$ cat config.mk
export PLATFORM = sky130hd
export DESIGN_NAME = dmarq_top
export DESIGN_NICKNAME = d
export VERILOG_FILES = /design/src/rtl/dmarq_pkg.sv /design/src/rtl/dmarq_sync.sv /design/src/rtl/dmarq_chan.sv /design/src/rtl/dmarq_stop.sv /design/src/rtl/dmarq_top.sv
export SDC_FILE = /design/constraint.sdc
export NUM_CORES = 1
export LEC_CHECK = 0
export BUFFER_PORTS_ARGS = -buffer_cell sky130_fd_sc_hd__buf_2
export CAP_MARGIN = 20
export CORE_MARGIN = 2
export CORE_UTILIZATION = 25
export CTS_CLUSTER_DIAMETER = 100
export DETAILED_ROUTE_END_ITERATION = 8
export PLACE_DENSITY_LB_ADDON = 0.08
export SYNTH_ARGS = -nofsm -noshare
export SYNTH_HDL_FRONTEND = slang
export SYNTH_SLANG_ARGS = --single-unit
$ cat constraint.sdc
create_clock -name clk -period 1.15 [get_ports clk]
set_input_delay 0.115 -clock clk [delete_from_list [all_inputs] [get_ports clk]]
set_output_delay 0.115 -clock clk [all_outputs]
set_load 0.005 [all_outputs]
$ cat src/rtl/dmarq_pkg.sv
package dmarq_pkg;

    typedef struct packed {
        logic en;
        logic ext_lvl;
        logic int_lvl;
        logic use_int;
    } chan_cfg_t;

    typedef struct packed {
        logic act_prev;
        logic en_prev;
        logic req;
    } chan_state_t;

    // Next request value from config, current active level and stored state.
    function automatic logic next_req(chan_cfg_t cfg, logic active, chan_state_t st);
        logic lvl_mode;
        lvl_mode = cfg.use_int ? cfg.int_lvl : cfg.ext_lvl;
        if (!cfg.en)
            return 1'b0;
        else if (lvl_mode)
            return active;
        else if (!st.en_prev)
            return active;              // level accepted at start of acceptance
        else
            return active & ~st.act_prev;
    endfunction

endpackage

$ cat src/rtl/dmarq_sync.sv
module dmarq_sync #(
    parameter int W = 2
) (
    input  logic         clk,
    input  logic         rst,
    input  logic         ce,
    input  logic [W-1:0] d,
    output logic [W-1:0] q
);
    logic [W-1:0] stage1;

    always_ff @(posedge clk) begin
        if (rst) begin
            stage1 <= '1;
            q      <= '1;
        end else if (ce) begin
            stage1 <= d;
            q      <= stage1;
        end
    end
endmodule

$ cat src/rtl/dmarq_chan.sv
module dmarq_chan
    import dmarq_pkg::*;
(
    input  logic      clk,
    input  logic      rst,
    input  logic      ce,
    input  chan_cfg_t cfg,
    input  logic      ext_act,
    input  logic      irq_bit,
    output logic      req_o
);
    chan_state_t st;
    logic        active;

    assign active = cfg.use_int ? irq_bit : ext_act;

    always_ff @(posedge clk) begin
        if (rst) begin
            st <= '0;
        end else if (ce) begin
            st.req      <= next_req(cfg, active, st);
            st.act_prev <= active;
            st.en_prev  <= cfg.en;
        end
    end

    assign req_o = st.req;
endmodule

$ cat src/rtl/dmarq_stop.sv
module dmarq_stop (
    input  logic clk,
    input  logic rst,
    input  logic we,
    input  logic wd,
    input  logic any_en,
    output logic stop_o
);
    always_ff @(posedge clk) begin
        if (rst)
            stop_o <= 1'b0;
        else if (we && !(wd && any_en))
            stop_o <= wd;
    end
endmodule

$ cat src/rtl/dmarq_top.sv
module dmarq_top
    import dmarq_pkg::*;
#(
    parameter int NCH  = 2,
    parameter int NIRQ = 4,
    localparam int IW  = (NIRQ > 1) ? $clog2(NIRQ) : 1
) (
    input  logic              clk,
    input  logic              rst,
    input  logic [NCH-1:0]    req_n_i,
    input  logic [NIRQ-1:0]   irq_i,
    input  logic [NCH-1:0]    en_i,
    input  logic [NCH-1:0]    ext_lvl_i,
    input  logic [NCH-1:0]    int_lvl_i,
    input  logic [NCH-1:0]    use_int_i,
    input  logic [NCH*IW-1:0] irq_sel_i,
    input  logic              stop_we_i,
    input  logic              stop_wd_i,
    output logic              stop_o,
    output logic [NCH-1:0]    dreq_o
);
    logic           run;
    logic [NCH-1:0] pin_sync;

    assign run = ~stop_o;

    dmarq_stop u_stop (
        .clk    (clk),
        .rst    (rst),
        .we     (stop_we_i),
        .wd     (stop_wd_i),
        .any_en (|en_i),
        .stop_o (stop_o)
    );

    dmarq_sync #(.W(NCH)) u_sync (
        .clk (clk),
        .rst (rst),
        .ce  (run),
        .d   (req_n_i),
        .q   (pin_sync)
    );

    for (genvar c = 0; c < NCH; c++) begin : g_ch
        chan_cfg_t cfg;
        logic      irq_bit;

        assign cfg.en      = en_i[c];
        assign cfg.ext_lvl = ext_lvl_i[c];
        assign cfg.int_lvl = int_lvl_i[c];
        assign cfg.use_int = use_int_i[c];
        assign irq_bit     = irq_i[irq_sel_i[c*IW +: IW]];

        dmarq_chan u_chan (
            .clk     (clk),
            .rst     (rst),
            .ce      (run),
            .cfg     (cfg),
            .ext_act (~pin_sync[c]),
            .irq_bit (irq_bit),
            .req_o   (dreq_o[c])
        );
    end
endmodule

==> results.tsv, run 1 <==
stage	metric	value	unit
drt	WL final	1140	um
timing	period utilization	92.1	%
synthesis	cell taking the most area after synthesis	dfxtp_1	
worst_setup_path	Slowest cell on crit path	dfxtp_2	
finish	# fillers	244	
floorplan	Initial Util	26.3	%
floorplan	Die ar.	2730	um2
outcome	status	complete, no violations	
worst_setup_path	Setup CP Type	reg2out	
floorplan	Die W	52.2	um
finish	nets	108	
global_routing	initial antenna violation count	0	
synthesis	Post-synth EDFFs	0	
min_path	Hold Path Class	in2reg	
timing	Tightest Pin Transition	296	ps
worst_setup_path	delay-heaviest family, CP	flip-flops	
global_routing	All-Layer GR Usage	9.52	%
global_routing	most used routing layer	met2	
global_routing	grt met3 use	5.43	%
flow_run	Max-cap violations	0	
synthesis	top post-synthesis cells by count	dfxtp_1, nand2_1, nor2b_1	
drt	antenna-violating nets left	0	
synthesis	synth top area cells	dfxtp_1, nand2_1, a211o_1	
timing	clock skew	5.82	ps
drt	Starting DRT DRC Count	0	
power	Leak	0.323	nW
min_path	Min-Delay Path Depth	3	
timing	fin. max-slew vios	0	
cts	clock sinks	11	
timing	fmax	0.944	GHz
place	gpl congestion	0.701	
floorplan	core area	2210	um2
worst_setup_path	worst path required time	1030	ps
global_routing	GRT Residual Overflow	0	
synthesis	sequential element share of the synthesized area	37.8	%
cts	Skew-Pair Late Insertion Delay	270	ps
power	NetSw	0.201	mW
global_routing	largest net degree at the start of global routing	15	
worst_setup_path	CP Max Fanout	14	
finish	layout cells sized above 1	43.5	%
drt	post-DR wirelength/cell	10.1	um
power	Combinational Power Share	16.8	%
place	DP HPWL	928	um
global_routing	number of global-route vias before repair	433	
cts	# hold bufs at CTS	0	
worst_setup_path	Setup crit end kind	output pin	
floorplan	Die Y	52.2	um
worst_setup_path	crit path launch type	flop	
cts	H-Tree Depth	1	
cts	CTS buffer count	3	
synthesis	Mapped Avg Cell Area	9.54	um2
timing	Fin. Hold Viols	0	
power	sequential power share	51.5	%
drt	drt drc	0	
global_routing	met2 Usage GRT	14.1	%
cts	CTS tree	yes	
floorplan	IO Pins	25	
worst_setup_path	CP cell instances	buf_2	
synthesis	Post-Synthesis Cell Area	582	um2
global_routing	M1 GR Usage	11.7	%
worst_setup_path	CP Buf/Inv Count	1	
timing	# setup viols final	0	
worst_setup_path	slowest stage delay, CP	510	ps
synthesis	Yosys top cell area share	37.8	%
synthesis	Syn. warnings	0	
place	Port Buffers	24	
floorplan	row count	17	
drt	via/cell ratio	4.26	
power	Power Dens Cells	1120	nW/um2
timing	unrepaired setup endpoints after global routing	false	
power	clock share of power	31.7	%
power	Internal Pwr Total	0.622	mW
synthesis	Synth Flop Type	dfxtp_1	
synthesis	syn nets	83	
synthesis	most frequent cell after synthesis	dfxtp_1	
power	peak supply drop	0.800	mV
global_routing	global-route wire length before repair	1870	um
synthesis	Synth cell types	22	
finish	n_diodes	0	
worst_setup_path	R2R cell count	2	
timing	setup TNS	0	ps
timing	worst hold slack	106	ps
synthesis	synthesized flop and latch total	11	
drt	Pre-antenna DRT Iters	1	
drt	DR vias	481	
synthesis	Mapped Cells	61	
cts	clk root buf	clkbuf_4	
finish	area grow syn2layout	26.0	%
timing	Final min period	1060	ps
power	switching share of power	24.5	%
worst_setup_path	cell count along the critical path	1	
timing	relative slew slack	80.3	%
synthesis	asr flop ratio synth	0	%
worst_setup_path	Critical Path AT	940	ps
cts	Reg clk slew, reported paths	60	ps
cts	CTS Buffer Depth	2	
-- through the flow --
step	instances	worst slack, ps	power (mW)	utilization, %	cell area (um2)
after global routing	113	34.6	0.884	33.1	733
after detailed placement	109	48.8	0.573	31.9	706
after floorplan	61	235	0.520	-	582
after global placement	109	49.8	0.572	31.9	706
after CTS	113	84.9	0.840	33.1	733
final	113	91.1	0.823	33.1	733
-- registers in the layout, summed over array words and instances, names as in the netlist --
register,count
u_sync.stage1,2
u_sync.q,2
g_ch.u_chan.st,4
u_stop.stop_o,1
g_ch.u_chan.req_o,2
-- routing by layer --
layer	part of all wire, %	vias to the layer above
met4	0	0
met5	0	-
met2	48	12
met3	7.1	0
met1	45	208
li1	-	261
-- layout by cell type, fill, tap and decap left out, drive strengths merged --
master / synthesis / final
mux2: 6 / 6
nand2b: 3 / 3
nor2: 4 / 4
buf: 4 / 24
nor3: 1 / 1
a21oi: 1 / 1
o21ai: 4 / 4
mux2i: 2 / 2
nand2: 10 / 10
clkbuf: 0 / 4
a211o: 4 / 4
and2b: 1 / 1
o22ai: 2 / 2
nor2b: 5 / 5
o2111ai: 2 / 2
or2b: 1 / 1
dfxtp: 11 / 11
-- logic make-up after synthesis --
logic type      after synthesis  share of synthesized area [%]
buf+inv                       4                           5.37
simple gates                 25                           22.8
compound gates               13                           17.6
mux                           8                           16.3
flops                        11                           37.8
-- final cells by class --
type                       instances  area [um2]  area share (%)
tap                               28        35.0            4.78
timing repair buffer              24         120            16.4
sequential                        11         221            30.2
multi-input combinational         46         330            45.1
clock buffer                       4        26.3            3.58
-- timing repair --
| action | in CTS | in global routing |
|---|---|---|
| setup buffers | 0 | 0 |
| setup endpoints to repair | 1 | 0 |
| resized for setup | 1 | 0 |
-- power groups by stage --
stage	clock network (mW)	registers (mW)	logic, mW
final	0.261	0.424	0.138
after detailed placement	0	0.433	0.141
after global routing	0.300	0.427	0.157
after CTS	0.274	0.424	0.141
after floorplan	0	0.425	0.0945
after global placement	0	0.433	0.139
-- final timing paths --
path | endpoint | slack (ps) | start
max | stop_o | 90 | u_stop.stop_o$_SDFFE_PP0P_
min reg2reg | g_ch[0].u_chan.st[2]$_SDFFE_PP0N_ | 450 | g_ch[0].u_chan.st[2]$_SDFFE_PP0N_
min | u_stop.stop_o$_SDFFE_PP0P_ | 110 | stop_wd_i
max reg2reg | u_sync.q[1]$_SDFFE_PP1N_ | 230 | u_stop.stop_o$_SDFFE_PP0P_
Power figures use the tool's default switching activity.
==> run 2: changes to the inputs <==
CTS_CLUSTER_DIAMETER = not set   (was 100)
SYNTH_HIERARCHICAL = 1   (was not set)
==> run 2 against run 1 <==
Against the previous run: clock skew fell by 1.6 ps; area after synthesis is 12% lower; critical path depth rose by 3; worst setup slack got worse by 14 ps; sequential cell count is the same; fmax is 1.3% lower; sequential share of layout area grew 0.84 points; synthesized cell count fell by 20%; hold slack worse by 53 ps.
==> results.tsv, run 2 <==
stage	metric	value	unit	change
outcome	status	complete, no violations		
worst_setup_path	worst path required time	1350	ps	+320 ps
worst_setup_path	CP Buf/Inv Count	2		+1
power	Leak	0.332	nW	+2.7%
worst_setup_path	delay-heaviest family, CP	flip-flops		
synthesis	most frequent cell after synthesis	dfxtp_1		
power	peak supply drop	0.595	mV	-26%
synthesis	Syn. warnings	6		+6
finish	n_diodes	0		unchanged
worst_setup_path	CP cell instances	inv_4 -> buf_4 -> or2b_2 -> a21oi_1		
timing	clock skew	4.26	ps	-1.56 ps
global_routing	initial antenna violation count	0		unchanged
cts	clk root buf	clkbuf_4		
synthesis	top post-synthesis cells by count	dfxtp_1, inv_1		
power	sequential power share	52.2	%	+0.7 points
cts	Post-CTS Setup Bufs	0		unchanged
drt	post-DR wirelength/cell	9.91	um	-1.6%
finish	Design Area, Final	709	um2	-3.2%
power	Combinational Power Share	16.1	%	-0.7 points
finish	Top reg by flops	g_ch.u_chan/st		
power	Power Dens Cells	1130	nW/um2	+0.58%
place	DP HPWL	856	um	-7.7%
synthesis	sequential element share of the synthesized area	43.0	%	+5.2 points
floorplan	Die W	49.2	um	-5.7%
global_routing	global-route wire length before repair	1770	um	-5.5%
timing	fin. max-slew vios	0		unchanged
place	Port Buffers	24		unchanged
global_routing	All-Layer GR Usage	9.33	%	-0.18 points
finish	layout cells sized above 1	45.6	%	+2.0 points
floorplan	IO Pins	25		unchanged
drt	drt drc	0		unchanged
cts	CTS Buffer Depth	2		unchanged
drt	antenna-violating nets left	0		unchanged
timing	period utilization	93.3	%	+1.2 points
global_routing	largest net degree at the start of global routing	12		-3
cts	H-Tree Depth	1		unchanged
worst_setup_path	Setup crit end kind	flop		
timing	worst hold slack	53.5	ps	-52.5 ps
min_path	Hold Path Class	in2reg		
worst_setup_path	crit path launch type	flop		
power	clock share of power	31.7	%	about the same
drt	via/cell ratio	4.32		+1.5%
worst_setup_path	Setup CP Type	reg2reg		
timing	relative slew slack	86.4	%	+6.1 points
finish	post-layout util	36.5	%	+3.4 points
timing	final setup margin	76.9	ps	-14.3 ps
flow_run	Max-cap violations	0		unchanged
worst_setup_path	Slowest cell on crit path	dfxtp_1		
place	DP Worst Slack	-81.7	ps	-130 ps
finish	commonest non-fill, non-tap cell in the layout	buf_2		
finish	most frequent cells in the layout	buf_2, dfxtp_1		
finish	# fillers	229		-6.1%
floorplan	Die ar.	2430	um2	-11%
cts	Reg clk slew, reported paths	70	ps	about the same
worst_setup_path	Critical Path AT	1270	ps	+330 ps
timing	fmax	0.932	GHz	-1.3%
place	total placed instance area	681	um2	-3.5%
cts	CTS buffer count	3		unchanged
synthesis	synth top area cells	dfxtp_1, mux4_2, mux2i_1		
synthesis	Yosys top cell area share	43.0	%	+5.2 points
synthesis	Post-Synthesis Cell Area	512	um2	-12%
finish	max FFs per register	4		unchanged
cts	CTS tree	yes		
cts	clock sinks	11		unchanged
power	NetSw	0.184	mW	-8.4%
place	gpl congestion	0.666		-5.0%
synthesis	syn nets	71		-14%
synthesis	Post-synth EDFFs	0		unchanged
floorplan	Initial Util	26.4	%	+0.052 points
synthesis	Synth Flop Type	dfxtp_1		
synthesis	Mapped Cells	49		-20%
global_routing	GRT Residual Overflow	0		unchanged
timing	Final min period	1070	ps	+14.3 ps
synthesis	synthesized flop and latch total	11		unchanged
drt	DR vias	458		-4.8%
power	switching share of power	23.0	%	-1.4 points
cts	Skew-Pair Late Insertion Delay	260	ps	about the same
synthesis	cell taking the most area after synthesis	dfxtp_1		
synthesis	Synth cell types	15		-32%
floorplan	row count	16		-1
worst_setup_path	slowest stage delay, CP	390	ps	-120 ps
worst_setup_path	CP Max Fanout	10		-4
drt	WL final	1050	um	-7.7%
synthesis	Mapped Avg Cell Area	10.4	um2	+9.5%
power	Internal Pwr Total	0.617	mW	-0.82%
timing	# setup viols final	0		unchanged
timing	Tightest Pin Transition	198	ps	-97.9 ps
global_routing	number of global-route vias before repair	432		-0.23%
finish	nets	102		-5.6%
synthesis	asr flop ratio synth	0	%	unchanged
timing	Fin. Hold Viols	0		unchanged
finish	area grow syn2layout	38.6	%	
drt	Starting DRT DRC Count	5		+5
power	Power Total	0.801	mW	-2.7%
floorplan	core area	1940	um2	-12%
floorplan	Die Y	49.2	um	-5.7%
drt	Pre-antenna DRT Iters	4		+3
run 2: cell types whose count changed after synthesis, sizes merged, moves of 3 or more:
cell   delta
a21oi     +3
buf       -4
inv       +5
mux2      -6
nand2     -8
o21ai     -4
run 2: final timing paths:
check | from | endpoint | slack (ps) | cells after the start
max | u_stop/stop_o$_SDFFE_PP0P_ | g_ch[0].u_chan/req_o$_SDFFE_PP0P_ | 80 | 4
max reg2reg | u_stop/stop_o$_SDFFE_PP0P_ | g_ch[0].u_chan/req_o$_SDFFE_PP0P_ | 80 | 4
min reg2reg | u_sync/stage1[0]$_SDFFE_PP1P_ | u_sync/q[0]$_SDFFE_PP1P_ | 460 | 1
min | stop_we_i | u_stop/stop_o$_SDFFE_PP0P_ | 50 | 2
run 2: stage by stage:
stage	TNS [ps]	std cells
after CTS	0	106
after floorplan	0	49
after global placement	-139	102
final	0	106
after global routing	-1.71	106
after detailed placement	-147	102
run 2: layer usage:
layer,wire length (um),vias to the layer above,track usage (%)
met5,0,-,0
met4,0,0,2.86
met3,85,0,3.68
met2,479,16,14.0
met1,485,205,12.2
li1,-,237,-
run 2: logic make-up after synthesis:
logic type      Yosys count  share of synthesized area (%)
flops                    11                           43.0
simple gates             14                           16.1
buf+inv                   5                           3.67
mux                       6                           16.6
compound gates           13                           20.5
run 2: cell type report:
type                            count  area (um2)  share of cell area [%]
Multi-Input combinational cell     33         273                    38.4
Sequential cell                    11         220                    31.0
Timing Repair Buffer               26         135                    19.0
Tap cell                           27        33.8                    4.76
Clock buffer                        4        26.3                    3.70
Inverter                            5        21.3                    3.00
run 2: what timing repair did:
action / CTS / global route
setup endpoints to repair: 0 / 1
resized for setup: 0 / 1
hold buffers: 0 / 0
run 2: power groups by stage:
stage	clock network (mW)	registers, mW	logic [mW]
detailed placement	0	0.426	0.132
global placement	0	0.427	0.130
floorplan	0	0.425	0.0656
global route	0.291	0.422	0.146
finish	0.254	0.418	0.129
CTS	0.273	0.418	0.132
